[src/rtl/burst_read_seq.sv]
module burst_read_seq #(
  parameter int AW = 16,
  parameter int DW = 16
) (
  input  logic          clk,
  input  logic          rst_n,
  input  logic          cfg_we,
  input  logic [15:0]   cfg_wdata,
  input  logic          addr_strobe,
  input  logic [AW-1:0] start_addr,
  output logic [AW-1:0] arr_addr,
  input  logic [DW-1:0] arr_rdata,
  output logic [DW-1:0] rd_data,
  output logic          data_valid,
  output logic          wait_o,
  output logic          cfg_err
);
  localparam logic [15:0] CFG_DEFAULT = 16'hBFCF;

  logic [15:0]   cfg;
  logic          busy, hph;
  logic [2:0]    lcnt;
  logic [3:0]    widx, last_idx;
  logic [AW-1:0] addr, mask, inc, nxt;

  wire       async_md = cfg[15];
  wire [2:0] lat      = cfg[13:11];
  wire       wpol     = cfg[10];
  wire       hold2    = cfg[9];
  wire       early    = cfg[8];
  wire       nowrap   = cfg[3];
  wire [2:0] blen     = cfg[2:0];
  wire       cont     = (blen == 3'b111);

  wire [2:0] wl = cfg_wdata[13:11];
  wire [2:0] wb = cfg_wdata[2:0];
  wire wr_ok = !cfg_wdata[14] && (cfg_wdata[5:4] == 2'b00) && cfg_wdata[7] && cfg_wdata[6]
            && (wl >= 3'd2)
            && (wb == 3'd1 || wb == 3'd2 || wb == 3'd3 || wb == 3'd7)
            && !(wl == 3'd2 && cfg_wdata[9] && cfg_wdata[8]);

  always_comb begin
    case (blen)
      3'd1:    last_idx = 4'd3;
      3'd2:    last_idx = 4'd7;
      default: last_idx = 4'd15;
    endcase
  end

  assign mask = {{(AW-4){1'b0}}, last_idx};
  assign inc  = addr + 1'b1;
  assign nxt  = (!nowrap && !cont) ? ((addr & ~mask) | (inc & mask)) : inc;

  always_ff @(posedge clk or negedge rst_n) begin
    if (!rst_n) begin
      cfg <= CFG_DEFAULT; cfg_err <= 1'b0;
      busy <= 1'b0; lcnt <= '0; hph <= 1'b0; widx <= '0; addr <= '0;
    end else begin
      if (cfg_we) begin
        if (wr_ok) cfg <= cfg_wdata;
        else begin
          cfg <= CFG_DEFAULT;
          cfg_err <= 1'b1;
        end
      end
      if (addr_strobe && !async_md) begin
        busy <= 1'b1; lcnt <= lat; hph <= 1'b0; widx <= '0; addr <= start_addr;
      end else if (busy) begin
        if (lcnt != 3'd0) lcnt <= lcnt - 3'd1;
        else if (hold2 && !hph) hph <= 1'b1;
        else begin
          hph  <= 1'b0;
          addr <= nxt;
          widx <= widx + 4'd1;
          if (!cont && widx == last_idx) busy <= 1'b0;
        end
      end
    end
  end

  wire in_data  = busy && (lcnt == 3'd0);
  wire [2:0] wthr = early ? (hold2 ? 3'd2 : 3'd1) : 3'd0;
  wire wait_act = !async_md && busy && (lcnt > wthr);

  assign data_valid = async_md | in_data;
  assign arr_addr   = async_md ? start_addr : addr;
  assign rd_data    = arr_rdata;
  assign wait_o     = wpol ? wait_act : ~wait_act;

  a_r10_err_sticky: assert property (@(posedge clk) disable iff (!rst_n)
    cfg_err |=> cfg_err);

  a_r10_cfg_legal: assert property (@(posedge clk) disable iff (!rst_n)
    !cfg[14] && cfg[5:4] == 2'b00 && cfg[13:11] >= 3'd2 && cfg[7] && cfg[6]
    && !(cfg[13:11] == 3'd2 && cfg[9] && cfg[8]));

  a_r3_no_data_after_strobe: assert property (@(posedge clk) disable iff (!rst_n)
    (addr_strobe && !async_md && !cfg_we) |=> !data_valid);

  a_r4_hold_addr: assert property (@(posedge clk) disable iff (!rst_n)
    (in_data && hold2 && !hph && !addr_strobe && !cfg_we) |=> $stable(arr_addr));

  a_r6_wrap_window: assert property (@(posedge clk) disable iff (!rst_n)
    (busy && $past(busy) && !$past(addr_strobe) && !$past(cfg_we) && !nowrap && !cont)
      |-> ((addr & ~mask) == ($past(addr) & ~mask)));
endmodule

[config.mk]
export PLATFORM = sky130hd
export DESIGN_NAME = burst_read_seq
export DESIGN_NICKNAME = d
export VERILOG_FILES = /design/src/rtl/burst_read_seq.sv
export SDC_FILE = /design/constraint.sdc
export NUM_CORES = 1
export LEC_CHECK = 0
export ABC_AREA = 1
export CAP_MARGIN = 30
export CORE_MARGIN = 1
export CORE_UTILIZATION = 35
export DETAILED_ROUTE_END_ITERATION = 7
export DONT_BUFFER_PORTS = 1
export PLACE_DENSITY = 0.58
export SYNTH_ARGS = -nofsm -noshare
export SYNTH_HDL_FRONTEND = slang
export SYNTH_SLANG_ARGS = --single-unit
[constraint.sdc]
create_clock -name clk -period 1.34 [get_ports clk]
set_input_delay 0.067 -clock clk [delete_from_list [all_inputs] [get_ports clk]]
set_output_delay 0.067 -clock clk [all_outputs]
set_load 0.01 [all_outputs]
==> flow_metrics.py, run 1 <==
metrics = {
    "outcome": {
        "status": "complete, but fails checks",
        "violations": "negative setup slack",
    },
    "setup_path": {
        "worst-endpoint-arrival_ps": 1680,
        "worstSetupPathType": "flop to output port",
        "cp-startpoint": "cfg[9]",
        "regToRegStartpoint": "lcnt[1]",
        "regToRegSetupSlack_ps": -160,
        "cp-endpoint": "wait_o",
        "worst_path_most_repeated_cell": "nand2_1",
        "r2r-end": "widx[2]",
        "critPathSlowestCell": "dfstp_2",
        "endpoint_kind": "output port",
        "reg2regPathDepth": 10,
        "worstPathMaxFanout": 4,
        "cp.required_ps": 1270,
        "slowest_delay_ps": 560,
        "start_kind": "flop",
        "crit_chain": "nand2_1 > ha_1 > nand2_1 > o21ai_1 > nand4_1 > xor2_2",
    },
    "detailed_routing": {
        "viasPerCell": 5.044,
        "top_layer": "met4",
        "drc_errors": 0,
        "drt-met1-wl_mm": 3.322,
        "postRouteAntennaNets": 0,
        "routed_wl_mm": 7.869,
        "wl_met2_mm": 4.060,
        "wl_met3_um": 390,
        "drt-initial-drc-count": 72,
        "drt-pass1-iter-count": 4,
        "wl_per_cell_um": 15.07,
        "vias": 2633,
    },
    "floorplanning": {
        "fp-row-count": 31,
        "die_y_um": 88.32,
        "die_w_um": 88.32,
        "start_util": 0.3614,
        "core_area_sq_um": 7214,
        "pin_count": 87,
        "die_area_sq_um": 7800,
    },
    "timing": {
        "timing.final.ws_setup_ps": -406.7,
        "clock.fmax_ghz": 0.5725,
        "fin_crit_sh": 1.304,
        "rsz0062_at_grt": "true",
        "setup_viol": 40,
        "finalCriticalPeriod_ps": 1747,
        "fin_skew_ps": 16.34,
        "worst_slew_pin_slew_ps": 634.5,
        "slew_viol_final": 0,
        "fin_tns_setup_ps": -3768,
        "max_slew_margin": 0.5770,
        "hold_viol_final": 0,
    },
    "layout": {
        "diodes": 0,
        "syn2layout_area_growth_pct": 47.26,
        "drive_gt1_frac": 0.3239,
        "final_cells": 522,
        "nets": 480,
        "design_area_sq_um": 3840,
        "utilization": 0.5323,
        "layout_common_cells": "65 x nand2_1, 38 x nand3_1, 35 x buf_4",
        "final_common_cell": "nand2_1",
    },
    "global_routing": {
        "grt_usage": 0.2139,
        "grt_pass1_vias": 2766,
        "antenna_found_initial": 0,
        "grt_max_degree": 38,
        "grt_pass1_wl_mm": 12.70,
        "overflow": 0,
    },
    "placement": {
        "dp_hpwl_mm": 4.948,
        "port_buffers": 0,
        "routabilityCongestion": 0.8175,
        "dp_cells": 476,
        "dpl_cell_area_sq_um": 2867,
    },
    "yosys": {
        "avgSynthCellArea_sq_um": 7.105,
        "ys_seq_elements": 37,
        "syn-cell-area_sq_um": 2608,
        "synth.distinct_cells": 32,
        "synth_top_area_share": 0.2495,
        "synth_warnings": 0,
        "yosysSeqAreaShare": 0.3604,
        "syn-num-nets": 425,
        "synth_top_cell_by_area": "dfrtp_1",
        "syn_inst": 367,
        "synth_area_leaders": "dfrtp_1 25%, nand2_1 13%, dfstp_2 11%",
    },
    "clock_tree": {
        "cts_tree": "done",
        "numCtsBuffers": 5,
        "clock-sinks": 37,
        "cts-root-buf": "clkbuf_8",
        "cts.htree.levels": 2,
        "path_clk_slew_ps": 90,
        "clk_latency_ps": 300,
        "cts.path.max_buffers": 2,
    },
    "worst_hold_path": {
        "hold_class": "input port to flop",
        "hold_depth": 4,
    },
    "job": {
        "maxCapViolations": 0,
    },
    "power": {
        "power.leakage_nw": 1.765,
        "power.density_nw_per_um2": 1422,
        "ir_worst_vdd_mv": 0.5762,
    },
}
layer usage:
metal  vias to the layer above  global-route usage
met3                        11             0.04104
li1                       1306                   -
met5                         -                   0
met4                         0             0.06305
met1                      1248              0.2509
met2                        68              0.3937
final cells by class:
class	instances	area (sq um)
fillers	689	3374
inverters	40	165.2
multi-input cells	262	1688
clock inverters	2	35.03
repair inverters	1	7.507
flip-flops and latches	37	939.7
clock buffers	6	93.84
repair buffers	75	787.0
well taps	99	123.9
state kept, by name, summed over array words and instances (netlist names), named ones only:
| register | count |
|---|---|
| lcnt | 3 |
| busy | 1 |
| cfg_err | 1 |
| addr | 14 |
| hph | 1 |
| cfg | 11 |
| widx | 4 |
cells by family after synthesis:
group / count (synthesis) / share of synthesized area
buffers and inverters: 68 / 0.1305
flip-flops: 37 / 0.3604
multiplexers: 9 / 0.03455
AND/OR/NAND/NOR: 180 / 0.2994
XOR/XNOR: 5 / 0.01679
AO/OA/AOI/OAI: 62 / 0.1296
adder cells (fa/ha/maj): 6 / 0.02879
timing repair:
item,4_1_cts,5_1_grt
gates resized for setup,107,29
setup endpoints to repair,39,55
hold buffers,22,0
endpoints found under the hold margin,60,0
cloned,4,1
setup buffers,9,5
pin swaps,6,13
metrics by stage:
step | power [W] | setup slack, ps | hold WS (ps)
2_1_floorplan | 0.003060 | -69.98 | -228.6
3_3_place_gp | 0.003714 | -122.9 | -226.4
3_5_place_dp | 0.003758 | -161.7 | -226.5
4_1_cts | 0.005305 | -430.9 | 0.04408
5_1_grt | 0.005868 | -534.6 | 18.35
6_report | 0.005459 | -406.7 | 5.002
where the power goes:
group	internal [W]	switching, W	leakage (nW)
Combinational	0.00120	0.00144	1.28
Sequential	0.00142	0.000279	0.422
Clock	0.000666	0.000446	0.0663
critical path, delay by kind of cell (launching register included):
family | cells | cell delay, ps
compound gates | 1 | 110
flops | 1 | 560
fa+ha+maj | 1 | 280
xor+xnor | 1 | 200
simple gates | 3 | 240
worst min path at each step:
| stage | start | slack (ps) | to |
|---|---|---|---|
| final | start_addr[0] | 5 | addr[0] |
| after global routing | start_addr[0] | 20 | addr[0] |
| after CTS | cfg_wdata[13] | 0.04 | cfg[13] |
| after detailed placement | rst_n | -230 | hph |
| after global placement | rst_n | -230 | addr[15] |
| after floorplan | rst_n | -230 | async pin |
synth_stat cells, drive strengths merged:
| cell type | instances |
|---|---|
| nor2 | 32 |
| nor3 | 5 |
| ha | 6 |
| inv | 39 |
| o21ai | 39 |
| o21bai | 1 |
| dfrtp | 26 |
| nand4 | 7 |
| o2111ai | 1 |
| mux2i | 9 |
| o211ai | 2 |
| nand2 | 93 |
| buf | 22 |
| o22ai | 2 |
| clkinv | 1 |
| a21oi | 16 |
| nand3 | 39 |
| a21boi | 1 |
| or2 | 2 |
| dfstp | 11 |
| xor2 | 5 |
| clkbuf | 6 |
| nand3b | 2 |
No activity file was read; power rests on OpenSTA's default activity.
==> inputs of run 2 (changes only) <==
--- a/config.mk
+++ b/config.mk
@@ -11,6 +11,7 @@
 export CORE_UTILIZATION = 35
 export DETAILED_ROUTE_END_ITERATION = 7
 export DONT_BUFFER_PORTS = 1
+export MAX_ROUTING_LAYER = met4
 export PLACE_DENSITY = 0.58
 export SYNTH_ARGS = -nofsm -noshare
 export SYNTH_HDL_FRONTEND = slang
==> flow_metrics.py, run 2 (synthesis gave the netlist of run 1 again) <==
metrics = {
    "setup_path": {
        "start_kind": "flop",
        "critPathBufInv": 0,
        "cp_top_family": "flip-flops",
        "endpoint_kind": "output port",
        "worst_path_most_repeated_cell": "nand2_1",
        "critPathSlowestCell": "dfstp_2",
        "r2r-end": "addr[12]",
        "cp.required_ps": 1270,
        "regToRegStartpoint": "lcnt[1]",
        "reg2regPathDepth": 11,
        "crit_chain": "nand2_1 > ha_1 > nand2_1 > o21ai_1 > nand4_1 > xor2_2",
        "worst-endpoint-arrival_ps": 1680,
        "worstPathMaxFanout": 4,
        "worstSetupPathDepth": 6,
        "regToRegSetupSlack_ps": -160,
        "slowest_delay_ps": 560,
        "worstSetupPathType": "flop to output port",
    },
    "clock_tree": {
        "numCtsBuffers": 5,
        "cts.path.max_buffers": 2,
        "path_clk_slew_ps": 90,
        "cts.htree.levels": 2,
        "clk_latency_ps": 300,
        "cts-root-buf": "clkbuf_8",
        "clock-sinks": 37,
        "cts_tree": "done",
    },
    "timing": {
        "worst_slew_pin_slew_ps": 635.9,
        "clock.fmax_ghz": 0.5729,
        "fin_tns_setup_ps": -3818,
        "setup_viol": 40,
        "slew_viol_final": 0,
        "fin_crit_sh": 1.303,
        "timing.final.ws_setup_ps": -405.4,
        "hold_viol_final": 0,
        "fin_skew_ps": 18.56,
        "finalCriticalPeriod_ps": 1745,
        "rsz0062_at_grt": "true",
        "max_slew_margin": 0.5761,
    },
    "detailed_routing": {
        "drt-initial-drc-count": 84,
        "drt-pass1-iter-count": 4,
        "postRouteAntennaNets": 0,
        "routed_wl_mm": 7.933,
        "drc_errors": 0,
        "vias": 2648,
        "viasPerCell": 5.073,
        "wl_per_cell_um": 15.20,
    },
    "floorplanning": {
        "die_area_sq_um": 7800,
        "core_area_sq_um": 7214,
        "start_util": 0.3614,
        "die_w_um": 88.32,
        "fp-row-count": 31,
        "pin_count": 87,
        "die_y_um": 88.32,
    },
    "outcome": {
        "status": "complete, but fails checks",
        "violations": "negative setup slack",
    },
    "layout": {
        "utilization": 0.5330,
        "reg_top3": "addr (14), cfg (11), widx (4)",
        "regMostFlops": "addr",
        "diodes": 0,
        "syn2layout_area_growth_pct": 47.46,
        "layout_common_cells": "65 x nand2_1, 38 x nand3_1, 35 x buf_4",
        "multiInputGateArea_sq_um": 1693,
        "final_common_cell": "nand2_1",
        "fillCellCount": 688,
        "seqCellArea_sq_um": 939.7,
        "nets": 480,
        "largest_reg_flops": 14,
        "design_area_sq_um": 3845,
        "drive_gt1_frac": 0.3239,
    },
    "placement": {
        "dpl_cell_area_sq_um": 2867,
        "routabilityCongestion": 0.8297,
        "port_buffers": 0,
        "dp_hpwl_mm": 4.948,
    },
    "global_routing": {
        "grt_usage": 0.2204,
        "grt_max_degree": 38,
        "antenna_found_initial": 0,
        "grt_pass1_wl_mm": 12.68,
        "grt_pass1_vias": 2767,
        "overflow": 0,
    },
    "power": {
        "power.leakage_nw": 1.766,
        "ir_worst_vdd_mv": 0.5762,
        "power.density_nw_per_um2": 1423,
    },
    "worst_hold_path": {
        "min_to": "addr[0]",
        "hp-start": "start_addr[0]",
        "hold_class": "input port to flop",
        "hold_depth": 4,
    },
    "job": {
        "maxCapViolations": 0,
    },
}
run 2: final cells by class:
class	count	area share
multi-input cells	262	0.4403
repair inverters	1	0.001952
well taps	99	0.03222
clock buffers	6	0.02441
repair buffers	75	0.2047
inverters	40	0.04295
clock inverters	2	0.009112
flip-flops and latches	37	0.2444
run 2: report_power, final:
group / internal (W) / leakage (nW) / total [W] / switching [W]
combinational: 0.00120 / 1.28 / 0.00265 / 0.00145
clock: 0.000666 / 0.0663 / 0.00112 / 0.000451
sequential: 0.00142 / 0.422 / 0.00171 / 0.000280
total: 0.00329 / 1.77 / 0.00547 / 0.00218
run 2: worst max-delay path by stage:
stage            start       end  slack, ps
2_1_floorplan   cfg[9]    wait_o        -70
3_3_place_gp   addr[1]   addr[4]       -120
3_5_place_dp    cfg[1]  addr[12]       -160
4_1_cts         cfg[9]    wait_o       -430
5_1_grt         cfg[9]    wait_o       -530
6_report        cfg[9]    wait_o       -410
run 2: tightest hold or removal path, cell delays in order:
cell     delay (ps)
nand2_2          50
o21ai_1          70
nand2_2          50
o21ai_1          50
run 2: through the flow:
stage | power, W | cells | hold WS (ps) | setup slack, ps
6_report | 0.005473 | 522 | 7.044 | -405.4
2_1_floorplan | 0.003060 | 367 | -228.6 | -69.98
4_1_cts | 0.005305 | 519 | 0.04408 | -430.9
3_5_place_dp | 0.003758 | 476 | -226.5 | -161.7
5_1_grt | 0.005867 | 522 | 18.35 | -534.6
3_3_place_gp | 0.003714 | 476 | -226.4 | -122.9
run 2: repair_timing:
action / in CTS / in global routing
hold buffers: 22 / 0
pin swaps: 6 / 14
setup endpoints to repair: 39 / 55
setup buffers: 9 / 5
hold endpoints to repair: 60 / 0
resized for setup: 107 / 30
gates cloned: 4 / 1
run 2: metal layers:
metal	share of wire	GRT usage
met1	0.43	0.2509
met3	0.044	0.04011
met2	0.52	0.3937
met5	0	-
met4	0.012	0.06305
